==> config.mk <==
export PLATFORM = sky130hd
export DESIGN_NAME = chain_enum_seq
export DESIGN_NICKNAME = d
export VERILOG_FILES = /design/src/rtl/chain_enum_seq.sv
export SDC_FILE = /design/constraint.sdc
export NUM_CORES = 1
export LEC_CHECK = 0
export CORE_MARGIN = 3
export CORE_UTILIZATION = 30
export DETAILED_ROUTE_END_ITERATION = 12
export MAX_ROUTING_LAYER = met4
export PLACE_DENSITY_LB_ADDON = 0.08
export SYNTH_ARGS = -nofsm -noshare
export SYNTH_HDL_FRONTEND = slang
export SYNTH_SLANG_ARGS = --single-unit
==> constraint.sdc <==
create_clock -name clk -period 7.1 [get_ports clk]
set_clock_uncertainty 0.1 [all_clocks]
set_input_delay 1.42 -clock clk [delete_from_list [all_inputs] [get_ports clk]]
set_output_delay 1.42 -clock clk [all_outputs]
set_load 0.05 [all_outputs]
==> src/rtl/chain_enum_seq.sv <==
module chain_enum_seq #(
  parameter int CLK_HZ     = 125_000_000,
  parameter int MAX_DEV    = 8,
  parameter int CH_PER_DEV = 12
) (
  input  logic        clk,
  input  logic        rst_n,
  input  logic        cmd_valid,
  input  logic [1:0]  cmd_op,
  input  logic [2:0]  cmd_dev,
  input  logic [3:0]  cmd_reg,
  input  logic [1:0]  cmd_acq,
  input  logic [1:0]  cmd_avg,
  output logic        busy,
  output logic        done,
  output logic [1:0]  err_code,
  output logic [2:0]  slave_count,
  output logic        fr_req,
  output logic        fr_rd,
  output logic [4:0]  fr_dev,
  output logic [5:0]  fr_reg,
  output logic [7:0]  fr_data,
  output logic        fr_bcast,
  input  logic        fr_ack,
  input  logic [31:0] fr_rdata,
  input  logic        fr_crc_ok,
  output logic        res_valid,
  output logic [31:0] res_frame
);

  localparam int POS_W   = $clog2(MAX_DEV + 1);
  localparam int CNT_W   = $clog2(MAX_DEV * CH_PER_DEV + 1);
  localparam int TICK    = (CLK_HZ / 1_000_000 < 1) ? 1 : CLK_HZ / 1_000_000;
  localparam int TICK_W  = (TICK > 1) ? $clog2(TICK) : 1;
  localparam int NS_W    = 20;
  localparam int CONV_NS = 695;
  localparam int RES_BITS = 12;
  localparam int SLAVE_NS = 250;
  localparam int GUARD_NS = 5000;
  localparam logic [5:0] REG_HI = 6'h0D;
  localparam logic [5:0] REG_LO = 6'h0E;
  localparam logic [5:0] REG_PTR = 6'h1C;

  typedef enum logic [3:0] {
    S_IDLE, S_B_RST, S_B_CFG, S_B_PTR, S_B_RD,
    S_C_PTR, S_C_OFF, S_C_GO, S_WAIT, S_C_RD, S_PD
  } state_t;

  state_t state;
  logic [2:0]        dev_q;
  logic [3:0]        reg_q;
  logic [1:0]        acq_q, avg_q;
  logic              single_q;
  logic [POS_W-1:0]  pos;
  logic [CNT_W-1:0]  rd_cnt, total;
  logic [TICK_W-1:0] tick;
  logic [NS_W-1:0]   ns_acc, acq_ns, per_conv, wait_ns;
  logic [4:0]        tgt;

  function automatic logic [4:0] rev5(input logic [4:0] a);
    for (int i = 0; i < 5; i++) rev5[i] = a[4-i];
  endfunction

  assign busy = (state != S_IDLE);
  assign tgt  = rev5({2'b00, dev_q});
  assign total = single_q ? CNT_W'(1)
                          : CNT_W'((CNT_W'(slave_count) + CNT_W'(1)) * CNT_W'(CH_PER_DEV));

  always_comb begin
    case (acq_q)
      2'd0: acq_ns = NS_W'(465);
      2'd1: acq_ns = NS_W'(1010);
      2'd2: acq_ns = NS_W'(1460);
      default: acq_ns = NS_W'(1890);
    endcase
  end
  assign per_conv = NS_W'((acq_ns + NS_W'(CONV_NS)) * NS_W'(RES_BITS));
  assign wait_ns  = (per_conv << avg_q) - acq_ns
                  + NS_W'(slave_count) * NS_W'(SLAVE_NS) + NS_W'(GUARD_NS);

  always_comb begin
    fr_req = 1'b1; fr_rd = 1'b0; fr_dev = 5'd0; fr_reg = REG_HI;
    fr_data = 8'd0; fr_bcast = 1'b1;
    case (state)
      S_B_RST: begin fr_reg = REG_LO; fr_data = {1'b1, acq_q, 5'b10101}; end
      S_B_CFG: begin fr_reg = REG_LO; fr_data = {1'b0, acq_q, 5'b10101}; end
      S_B_PTR: begin fr_reg = REG_PTR; fr_data = {REG_LO, 2'b00}; end
      S_B_RD, S_C_RD: begin fr_rd = 1'b1; fr_reg = 6'd0; fr_bcast = 1'b0; end
      S_C_PTR: begin
        fr_reg = REG_PTR;
        if (single_q) begin
          fr_dev = tgt; fr_bcast = 1'b0; fr_data = {2'b00, reg_q, 2'b00};
        end
      end
      S_C_OFF: fr_data = {4'b0011, 1'b0, avg_q, 1'b0};
      S_C_GO: begin
        fr_data = {4'b0000, 1'b1, avg_q, 1'b0};
        if (single_q) begin fr_dev = tgt; fr_bcast = 1'b0; end
      end
      S_PD: fr_data = {5'b00000, avg_q, 1'b1};
      default: begin fr_req = 1'b0; fr_reg = 6'd0; fr_bcast = 1'b0; end
    endcase
  end

  always_ff @(posedge clk or negedge rst_n) begin
    if (!rst_n) begin
      state <= S_IDLE; done <= 1'b0; err_code <= 2'd0; slave_count <= '0;
      dev_q <= '0; reg_q <= '0; acq_q <= '0; avg_q <= '0; single_q <= 1'b0;
      pos <= '0; rd_cnt <= '0; tick <= '0; ns_acc <= '0;
      res_valid <= 1'b0; res_frame <= '0;
    end else begin
      done <= 1'b0;
      res_valid <= 1'b0;
      case (state)
        S_IDLE: if (cmd_valid) begin
          dev_q <= cmd_dev; reg_q <= cmd_reg; acq_q <= cmd_acq; avg_q <= cmd_avg;
          single_q <= (cmd_op == 2'b10);
          err_code <= 2'd0;
          case (cmd_op)
            2'b00: state <= S_B_RST;
            2'b11: state <= S_PD;
            default: state <= S_C_PTR;
          endcase
        end
        S_B_RST: if (fr_ack) state <= S_B_CFG;
        S_B_CFG: if (fr_ack) state <= S_B_PTR;
        S_B_PTR: if (fr_ack) begin state <= S_B_RD; pos <= '0; end
        S_B_RD: if (fr_ack) begin
          if (fr_rdata == 32'd0) begin
            state <= S_IDLE; done <= 1'b1;
            if (pos == '0) err_code <= 2'd3;
            else slave_count <= 3'(pos - POS_W'(1));
          end else if (!fr_crc_ok) begin
            state <= S_IDLE; done <= 1'b1; err_code <= 2'd1;
          end else if (rev5(fr_rdata[31:27]) != 5'(pos)) begin
            state <= S_IDLE; done <= 1'b1; err_code <= 2'd2;
          end else if (pos == POS_W'(MAX_DEV)) begin
            state <= S_IDLE; done <= 1'b1; err_code <= 2'd3;
          end else begin
            pos <= pos + POS_W'(1);
          end
        end
        S_C_PTR: if (fr_ack) state <= single_q ? S_C_OFF : S_C_GO;
        S_C_OFF: if (fr_ack) state <= S_C_GO;
        S_C_GO: if (fr_ack) begin
          state <= S_WAIT; tick <= '0; ns_acc <= '0;
        end
        S_WAIT: begin
          if (ns_acc >= wait_ns) begin
            state <= S_C_RD; rd_cnt <= '0;
          end else if (tick == TICK_W'(TICK - 1)) begin
            tick <= '0; ns_acc <= ns_acc + NS_W'(1000);
          end else begin
            tick <= tick + TICK_W'(1);
          end
        end
        S_C_RD: if (fr_ack) begin
          if (!fr_crc_ok) begin
            state <= S_IDLE; done <= 1'b1; err_code <= 2'd1;
          end else begin
            res_valid <= 1'b1; res_frame <= fr_rdata;
            if (rd_cnt == total - CNT_W'(1)) begin
              state <= S_IDLE; done <= 1'b1;
            end else begin
              rd_cnt <= rd_cnt + CNT_W'(1);
            end
          end
        end
        S_PD: if (fr_ack) begin state <= S_IDLE; done <= 1'b1; end
        default: state <= S_IDLE;
      endcase
    end
  end


  frame_hold_chk: assert property (@(posedge clk) disable iff (!rst_n)
    (fr_req && !fr_ack) |=> (fr_req && $stable({fr_rd, fr_dev, fr_reg, fr_data, fr_bcast})));


  done_pulse_chk: assert property (@(posedge clk) disable iff (!rst_n)
    done |=> !done);


  busy_end_chk: assert property (@(posedge clk) disable iff (!rst_n)
    $fell(busy) |-> done);


  idle_quiet_chk: assert property (@(posedge clk) disable iff (!rst_n)
    !busy |-> !fr_req);


  slave_upd_chk: assert property (@(posedge clk) disable iff (!rst_n)
    (slave_count != $past(slave_count)) |-> (done && err_code == 2'd0));


  res_src_chk: assert property (@(posedge clk) disable iff (!rst_n)
    res_valid |-> $past(fr_ack && fr_rd && fr_crc_ok));

endmodule

## After elaboration in Yosys (flattened, before gate mapping)

Index checks and enable logic that the tools add are counted.

| word-level totals | value |
|---|---|
| register bits after elaboration | 93 |
| input port bits | 50 |
| output and inout bits | 62 |
| word-level logic and storage cells | 172 |

| operators by class | value |
|---|---|
| $add $sub $neg | 11 |
| $mul | 3 |
| $lt $le $gt $ge | 1 |
| equality and inequality tests | 41 |
| shifts and indexed selects | 1 |
| multiplexer cells | 73 |
| bitwise gates (word level) | 1 |
| reductions and logical operators | 26 |

Operator list:

| kind | count |
|---|---|
| 2-to-1 mux 4 bit | 22 |
| 2-to-1 mux 20 bit | 3 |
| 2-to-1 mux 7 bit | 8 |
| one-hot mux 8 bit (7 select lines) | 1 |
| one-hot mux 4 bit (11 select lines) | 1 |
| adder 20 x 10 -> 20 bit (second input constant) | 2 |
| inequality test 2 bit (second input constant) | 20 |
| one-hot mux 20 bit (2 select lines) | 1 |
| one-hot mux 11 bit (3 select lines) | 1 |
| logical NOT 32 bit | 1 |
| one-hot mux 7 bit (2 select lines) | 2 |
| adder 20 x 11 -> 20 bit | 1 |
| adder 20 x 13 -> 20 bit (second input constant) | 1 |
| >= comparator 20 bit | 1 |
| multiplier 20 x 2 -> 18 bit (second input constant) | 1 |
| left shift 20 x 2 -> 20 bit | 1 |
| subtractor 20 bit | 1 |
| 2-to-1 mux 2 bit | 9 |
| equality test 4 x 3 -> 1 bit (second input constant) | 4 |
| equality test 4 bit (second input constant) | 4 |
| 2-to-1 mux 1 bit | 16 |
| one-hot mux 4 bit (2 select lines) | 2 |
| one-hot mux 5 bit (3 select lines) | 1 |
| adder 7 x 1 -> 7 bit (second input constant) | 2 |
| 36 further kinds | 51 |

## Depth between registers and ports, before layout

Gate-level depths: netlist of run 1.

| depth | value |
|---|---|
| depth in word-level cells | 11 |
| depth in mapped cells | 28 |
| depth with buffers taken out | 27 |

## Worst setup path before layout of run 1

No wires, ideal clock.

| path | value |
|---|---|
| path kind | register to register |
| from | register slave_count[0] |
| to | register state[0] |
| library setup time | 127 ps |
| data arrival time | 7135 ps |
| required time | 6873 ps |
| path slack | -263 ps |
| cell stages (with the launch flop) | 24 |
| buffers on the path | 0 |
| period minus slack after synthesis | 7363 ps |
| cell sequence | dfrtp_1 inv_2 ha_1 inv_1 ha_1 fa_1 fa_1 fa_1 fa_1 ha_1 nor4_1 nor3_1 a311o_1 a2111oi_2 nor2_1 a221oi_2 xor2_1 ha_1 nand4_1 or4_4 o211a_1 a221oi_2 and2_4 mux2_1 |

| on the way | value |
|---|---|
| word-level cells in the longest chain between the ends | 7 |
| elaborated cells between the ends (all ways) | 12 |
| those cells by class | add/sub (4); mul (2); order compare (1); eq/ne (3); mux (1); reduce/logical (1) |

Ends and longest elaborated chain:

| element | RTL line | RTL |
|---|---|---|
| from (decl) | 17 | `output logic [2:0] slave_count,` |
| from (signal assigned) | 132 | `else slave_count <= 3'(pos - POS_W'(1));` |
| parallel branches: the longest is 6 deep, another holds adder 20 x 11 -> 20 bit | n/a |  |
| AND reduction 13 bit (no line) (*) | n/a |  |
| to (signal assigned) | 143 | `S_C_PTR: if (fr_ack) state <= single_q ? S_C_OFF : S_C_GO;` |
| to (decl) | 49 | `state_t state;` |

Every way passes the cells marked *.
A chain may end at the register's enable or synchronous reset.

## Worst setup path after layout of run 1

| path | value |
|---|---|
| from | register slave_count[0] |
| to | register state[2] |

The elaborated chain is that of the path after synthesis.

==> results of run 1 <==
synth_stat cells, types with 3 or more instances:
library cell | count | area (um2)
a2111oi_0 | 6 | 52.55
a2111oi_2 | 6 | 90.09
a211oi_1 | 3 | 22.52
a21o_1 | 14 | 105.1
a21oi_1 | 48 | 240.2
a31oi_1 | 5 | 31.28
and2_1 | 8 | 50.05
and4_1 | 7 | 61.31
buf_2 | 5 | 25.02
buf_4 | 5 | 37.54
clkbuf_1 | 22 | 82.58
dfrtp_1 | 90 | 2252
fa_1 | 15 | 300.3
ha_1 | 79 | 988.5
inv_1 | 55 | 206.5
inv_2 | 3 | 11.26
mux2_2 | 46 | 518.0
mux2i_1 | 7 | 70.07
nand2_1 | 57 | 214.0
nand2b_1 | 14 | 87.58
nand3_1 | 19 | 95.09
nand4_1 | 13 | 81.33
nor2_1 | 53 | 198.9
nor2b_1 | 6 | 37.54
nor3_1 | 13 | 65.06
nor4_1 | 12 | 75.07
o211ai_1 | 7 | 52.55
o21a_1 | 4 | 30.03
o21ai_0 | 38 | 190.2
o31a_1 | 3 | 26.28
o31ai_1 | 8 | 60.06
or2_2 | 10 | 62.56
or3_1 | 6 | 37.54
or4b_1 | 5 | 50.05
xnor2_1 | 29 | 254.0
xor2_1 | 14 | 122.6
routing by layer:
layer / global-route usage [%] / vias to the layer above / part of all wire, %
met1: 21.70 / 2983 / 47
met2: 25.64 / 116 / 47
met5: - / - / 0
met3: 3.480 / 16 / 5.0
met4: 3.268 / 0 / 1.1
li1: - / 3084 / -
through the flow:
step,instances,instance area [um2]
detailed placement,1224,9040
CTS,1240,9363
global placement,1224,9040
floorplan,798,7482
global route,1241,9420
finish,1241,9420
cell type report:
type | instances | area (um2)
Sequential cell | 90 | 2258
Inverter | 61 | 231.5
Clock inverter | 6 | 78.83
Clock buffer | 10 | 229.0
Tap cell | 324 | 405.4
Multi-Input combinational cell | 611 | 4893
Timing Repair Buffer | 139 | 1324
Fill cell | 2514 | 14970
worst register-to-register path: stages, from the launching register on:
cell       delay, ps
dfrtp_4          440
inv_2             40
ha_1             290
inv_1             70
ha_1             230
fa_2             370
fa_1             470
fa_2             360
fa_1             520
ha_2             270
nor3_1           170
nor3_1            80
a311o_1          390
a2111oi_4        370
nor2_2           100
a221oi_2         250
xor2_1           100
ha_1             320
nand4_1          140
or4_4            580
o211a_4          270
a221oi_4         270
buf_4            170
a311oi_1         100
o32ai_2          260
how the worst min path moves through the flow:
| stage | endpoint | slack [ps] | cells past startpoint |
|---|---|---|---|
| floorplan | tick[4]$_DFFE_PN0P_ | 370 | 1 |
| global placement | dev_q[1]$_DFFE_PN0P_ | 380 | 1 |
| detailed placement | dev_q[1]$_DFFE_PN0P_ | 390 | 1 |
| CTS | dev_q[1]$_DFFE_PN0P_ | 400 | 1 |
| global route | dev_q[1]$_DFFE_PN0P_ | 420 | 1 |
| finish | dev_q[1]$_DFFE_PN0P_ | 400 | 1 |
registers in the layout, summed over array words and instances, names as in the netlist, 4 cells and up:
register,flops
pos,4
tick,7
ns_acc,17
res_frame,32
state,4
rd_cnt,7
reg_q,4
cell families after synthesis:
group                      after synthesis
muxes                                   54
and+or+nand+nor                        236
other                                    1
xor gates and xnor gates                43
buffers and inverters                   97
AOI/OAI and AO/OA                      181
DFF                                     90
adders and majority gates               94
what timing repair did:
action,CTS,global route
gates resized for setup,3,14
endpoints found under the setup margin,2,33
buffers inserted,0,1
pin swaps,3,7
==> flow_summary.json, run 1 <==
{
  "synth.area.mux_share_pct": 8.025,
  "slew_viol_final": 0,
  "crit_buf_inv": 3,
  "dpl.hpwl_um": 15520,
  "reg2reg_slack_ps": 290,
  "postCtsHoldBufs": 0,
  "worstPathArrival_ps": 6970,
  "root_buffer": "clkbuf_16",
  "required_ps": 7260,
  "cts_tree": "done",
  "synthToLayoutAreaGrowth_pct": 26.13,
  "hold_class": "flip-flop to flip-flop",
  "hold_start": "dev_q[1]$_DFFE_PN0P_",
  "finalSetupViolations": 0,
  "start_util_pct": 30.62,
  "synthArstFlopShare_pct": 100.0,
  "ant_nets": 0,
  "r2r-start": "slave_count[0]$_DFFE_PN0P_",
  "grt_pass1_wl_um": 34090,
  "mappedNetlistArea_um2": 7468,
  "core_um2": 24390,
  "track_usage_pct": 16.26,
  "ios": 112,
  "dp_slack_ps": -44.29,
  "numPortBuffers": 108,
  "grt_pass1_vias": 6394,
  "synth-main-ff-cell": "dfrtp_1",
  "layout_commonest_cell": "clkdlybuf4s50_1",
  "hold_viol": 0,
  "row_count": 57,
  "drc_errors": 0,
  "rsz0062_at_grt": "true",
  "grt.overflow.total": 0,
  "syn_avg_cell_area_um2": 9.382,
  "cts_sinks": 90,
  "cts_buffer_depth": 2,
  "vias": 6199,
  "crit_path_end_kind": "flip-flop",
  "place_congestion": 0.8012,
  "ys_warn_count": 0,
  "whs_ps": 401.7,
  "cp-start-kind": "flip-flop",
  "rr_worst_depth": 24,
  "nNetsFinal": 1056,
  "relSlewSlack_pct": 44.81,
  "synth-simple-area-share_pct": 16.89,
  "synth-edff-count": 0,
  "seq_area_frac_synth_pct": 30.16,
  "status": "finished clean",
  "ys_types": 83,
  "worst-path-stages": 24,
  "htree_num_levels": 3,
  "crit_family": "adder cells",
  "first_iter_violations": 318,
  "fin_ws_ps": 286.3,
  "layout-drive-gt1-share_pct": 15.70,
  "drt_first_pass_iters": 5,
  "tns_ps": 0,
  "cp_slowest_cell": "or4_4",
  "max_freq_mhz": 146.8,
  "grt_max_degree": 51,
  "clk_pin_slew_ps": 70,
  "synth_compound_area_share_pct": 17.22,
  "rr_endpoint": "state[2]$_DFFE_PN0P_",
  "antenna_found_initial": 0,
  "dieArea_um2": 26820,
  "slowest_delay_ps": 580,
  "vias_per_cell": 4.995,
  "final_cell_mix": "clkdlybuf4s50_1 (107), dfrtp_1 (87), ha_1 (77)",
  "synthAdderAreaFrac_pct": 17.26,
  "n_antenna_cell": 0,
  "numCtsBuffers": 9,
  "chipWidth_um": 163.8,
  "critPathMaxFanout": 4,
  "worstSkewPairLatency_ps": 350,
  "wl_um": 20310,
  "max_cap_viol_count": 0,
  "criticalPathCategory": "flip-flop to flip-flop",
  "fin_crit_ps": 6814,
  "syn_inst": 796,
  "avgRoutedWirePerCell_um": 16.37,
  "die_h_um": 163.8,
  "cp_common_cell": "ha_1",
  "worstPathCellList": "inv_2, ha_1, inv_1, ha_1, fa_2, fa_1, fa_2, fa_1, ha_2, nor3_1, nor3_1, a311o_1, a2111oi_4, nor2_2, a221oi_2, xor2_1, ha_1, nand4_1, or4_4, o211a_4, a221oi_4, buf_4, a311oi_1, o32ai_2",
  "ys_ff_latch": 90,
  "worstMarginPinSlew_ps": 823.0,
  "finalCritPeriodShare_pct": 95.97,
  "synth_top_family_by_area": "adder cells",
  "critPathLaunch": "slave_count[0]$_DFFE_PN0P_",
  "post-route-util_pct": 38.62,
  "synth-xor-area-share_pct": 5.043,
  "endpoint": "state[2]$_DFFE_PN0P_"
}
Power of run 1 is left out: the tool's default activity adds up to more than one toggle a clock period on the data nets, which glitch-free logic cannot reach.
==> run 2: changes to the inputs <==
--- a/config.mk
+++ b/config.mk
@@ -6,7 +6,7 @@
 export NUM_CORES = 1
 export LEC_CHECK = 0
 export CORE_MARGIN = 3
-export CORE_UTILIZATION = 30
+export CORE_UTILIZATION = 35
 export DETAILED_ROUTE_END_ITERATION = 12
 export MAX_ROUTING_LAYER = met4
 export PLACE_DENSITY_LB_ADDON = 0.08
==> run 2 against run 1 <==
Compared with the run above: critical path depth down 1; global-route usage up 1.7 points; clock-buffer cell count down 1; hold slack better by 4.8 ps; die area down 14%; wire length down 0.56%.
==> flow_summary.json, run 2 (same netlist as run 1, synthesis figures left out) <==
{
  "max_cap_viol_count": 0,
  "row_count": 52,
  "dieArea_um2": 23130,
  "n_antenna_cell": 0,
  "chipWidth_um": 152.1,
  "rr_worst_depth": 23,
  "criticalPathCategory": "flip-flop to flip-flop",
  "critPathMaxFanout": 4,
  "ios": 112,
  "status": "finished clean",
  "grt_pass1_vias": 6664,
  "fin_crit_ps": 6907,
  "core_um2": 20620,
  "dpl.hpwl_um": 15380,
  "htree_num_levels": 3,
  "track_usage_pct": 17.96,
  "worstPathArrival_ps": 7060,
  "vias_per_cell": 5.336,
  "die_h_um": 152.1,
  "synthToLayoutAreaGrowth_pct": 26.65,
  "rr_endpoint": "state[2]$_DFFE_PN0P_",
  "grt_pass1_wl_um": 33780,
  "vias": 6328,
  "holdPathEnd": "res_frame[15]$_DFFE_PN0P_",
  "final_cell_mix": "clkdlybuf4s50_1 (107), dfrtp_1 (87), ha_1 (72)",
  "place_congestion": 0.8776,
  "r2r-start": "slave_count[0]$_DFFE_PN0P_",
  "hold_class": "flip-flop to flip-flop",
  "whs_path_depth": 1,
  "post-route-util_pct": 45.86,
  "required_ps": 7250,
  "crit_path_end_kind": "flip-flop",
  "ant_nets": 0,
  "dp_slack_ps": -180.0,
  "start_util_pct": 36.21,
  "cts_sinks": 90,
  "layout-drive-gt1-share_pct": 16.81,
  "grt.overflow.total": 0,
  "antenna_found_initial": 0,
  "drt_first_pass_iters": 4,
  "finalSetupViolations": 0,
  "worstSkewPairLatency_ps": 350,
  "layout_commonest_cell": "clkdlybuf4s50_1",
  "fin_ws_ps": 193.0,
  "cp-start-kind": "flip-flop",
  "grt_max_degree": 48,
  "avgRoutedWirePerCell_um": 17.03,
  "drc_errors": 0,
  "hold_viol": 0,
  "relSlewSlack_pct": 44.14,
  "root_buffer": "clkbuf_16",
  "wl_um": 20200,
  "finalCritPeriodShare_pct": 97.28,
  "hold_start": "res_frame[15]$_DFFE_PN0P_",
  "max_freq_mhz": 144.8,
  "first_iter_violations": 295,
  "numCtsBuffers": 9,
  "cts_buffer_depth": 2,
  "reg_top3": "res_frame: 32 flops, ns_acc: 17 flops",
  "largest_register_ffs": 32,
  "clk_pin_slew_ps": 80,
  "tns_ps": 0,
  "worstMarginPinSlew_ps": 832.9,
  "regMostFlops": "res_frame",
  "numPortBuffers": 108,
  "nNetsFinal": 1055,
  "reg2reg_slack_ps": 190,
  "cts_tree": "done",
  "slew_viol_final": 0
}
[run 2: cell type report]
type / instances / area, um2
clock buffer: 9 / 225.2
clock inverter: 7 / 81.33
fill: 1969 / 11170
inverter: 61 / 231.5
multi-input combinational: 611 / 5005
sequential: 90 / 2258
tap: 270 / 337.8
timing repair buffer: 138 / 1320
[run 2: metal layers]
layer,global-route usage [%],vias up,share of wire (%)
li1,-,3085,-
met1,23.37,3097,47
met2,29.25,125,48
met3,3.584,21,3.7
met4,3.810,0,1.3
met5,-,-,0
[run 2: worst max path at each step]
stage	start	endpoint
final	slave_count[0]$_DFFE_PN0P_	state[2]$_DFFE_PN0P_
after global routing	slave_count[0]$_DFFE_PN0P_	state[2]$_DFFE_PN0P_
after CTS	slave_count[0]$_DFFE_PN0P_	state[2]$_DFFE_PN0P_
after detailed placement	slave_count[0]$_DFFE_PN0P_	state[0]$_DFFE_PN0P_
after global placement	slave_count[0]$_DFFE_PN0P_	state[0]$_DFFE_PN0P_
after floorplan	slave_count[0]$_DFFE_PN0P_	state[0]$_DFFE_PN0P_
[run 2: worst max-delay path: stages (launching register included)]
cell,delay (ps)
dfrtp_4,510
buf_6,140
ha_1,200
ha_2,190
fa_2,390
fa_1,510
fa_2,580
ha_4,220
ha_4,260
nor4_4,290
nor3_2,70
a311o_1,380
a2111oi_4,410
nor2_2,90
a221oi_2,290
xor2_1,110
ha_1,350
nand4_1,150
or4_4,460
o211a_4,290
a221oi_4,240
buf_4,170
a311oi_1,90
o32ai_2,280
[run 2: stage by stage]
stage	std cells	hold slack, ps	area, um2
floorplan	798	370.5	7482
global placement	1163	383.6	8920
detailed placement	1163	392.3	8920
CTS	1183	411.5	9290
global route	1186	424.3	9459
finish	1186	406.5	9459
[run 2: repair_timing]
| item | 4_1_cts | 5_1_grt |
|---|---|---|
| setup endpoints to repair | 17 | 34 |
| pin swaps | 4 | 21 |
| buffers inserted | 4 | 3 |
| hold buffers | 0 | 0 |
| resized for setup | 7 | 27 |
Power of run 2 is left out for the same reason.
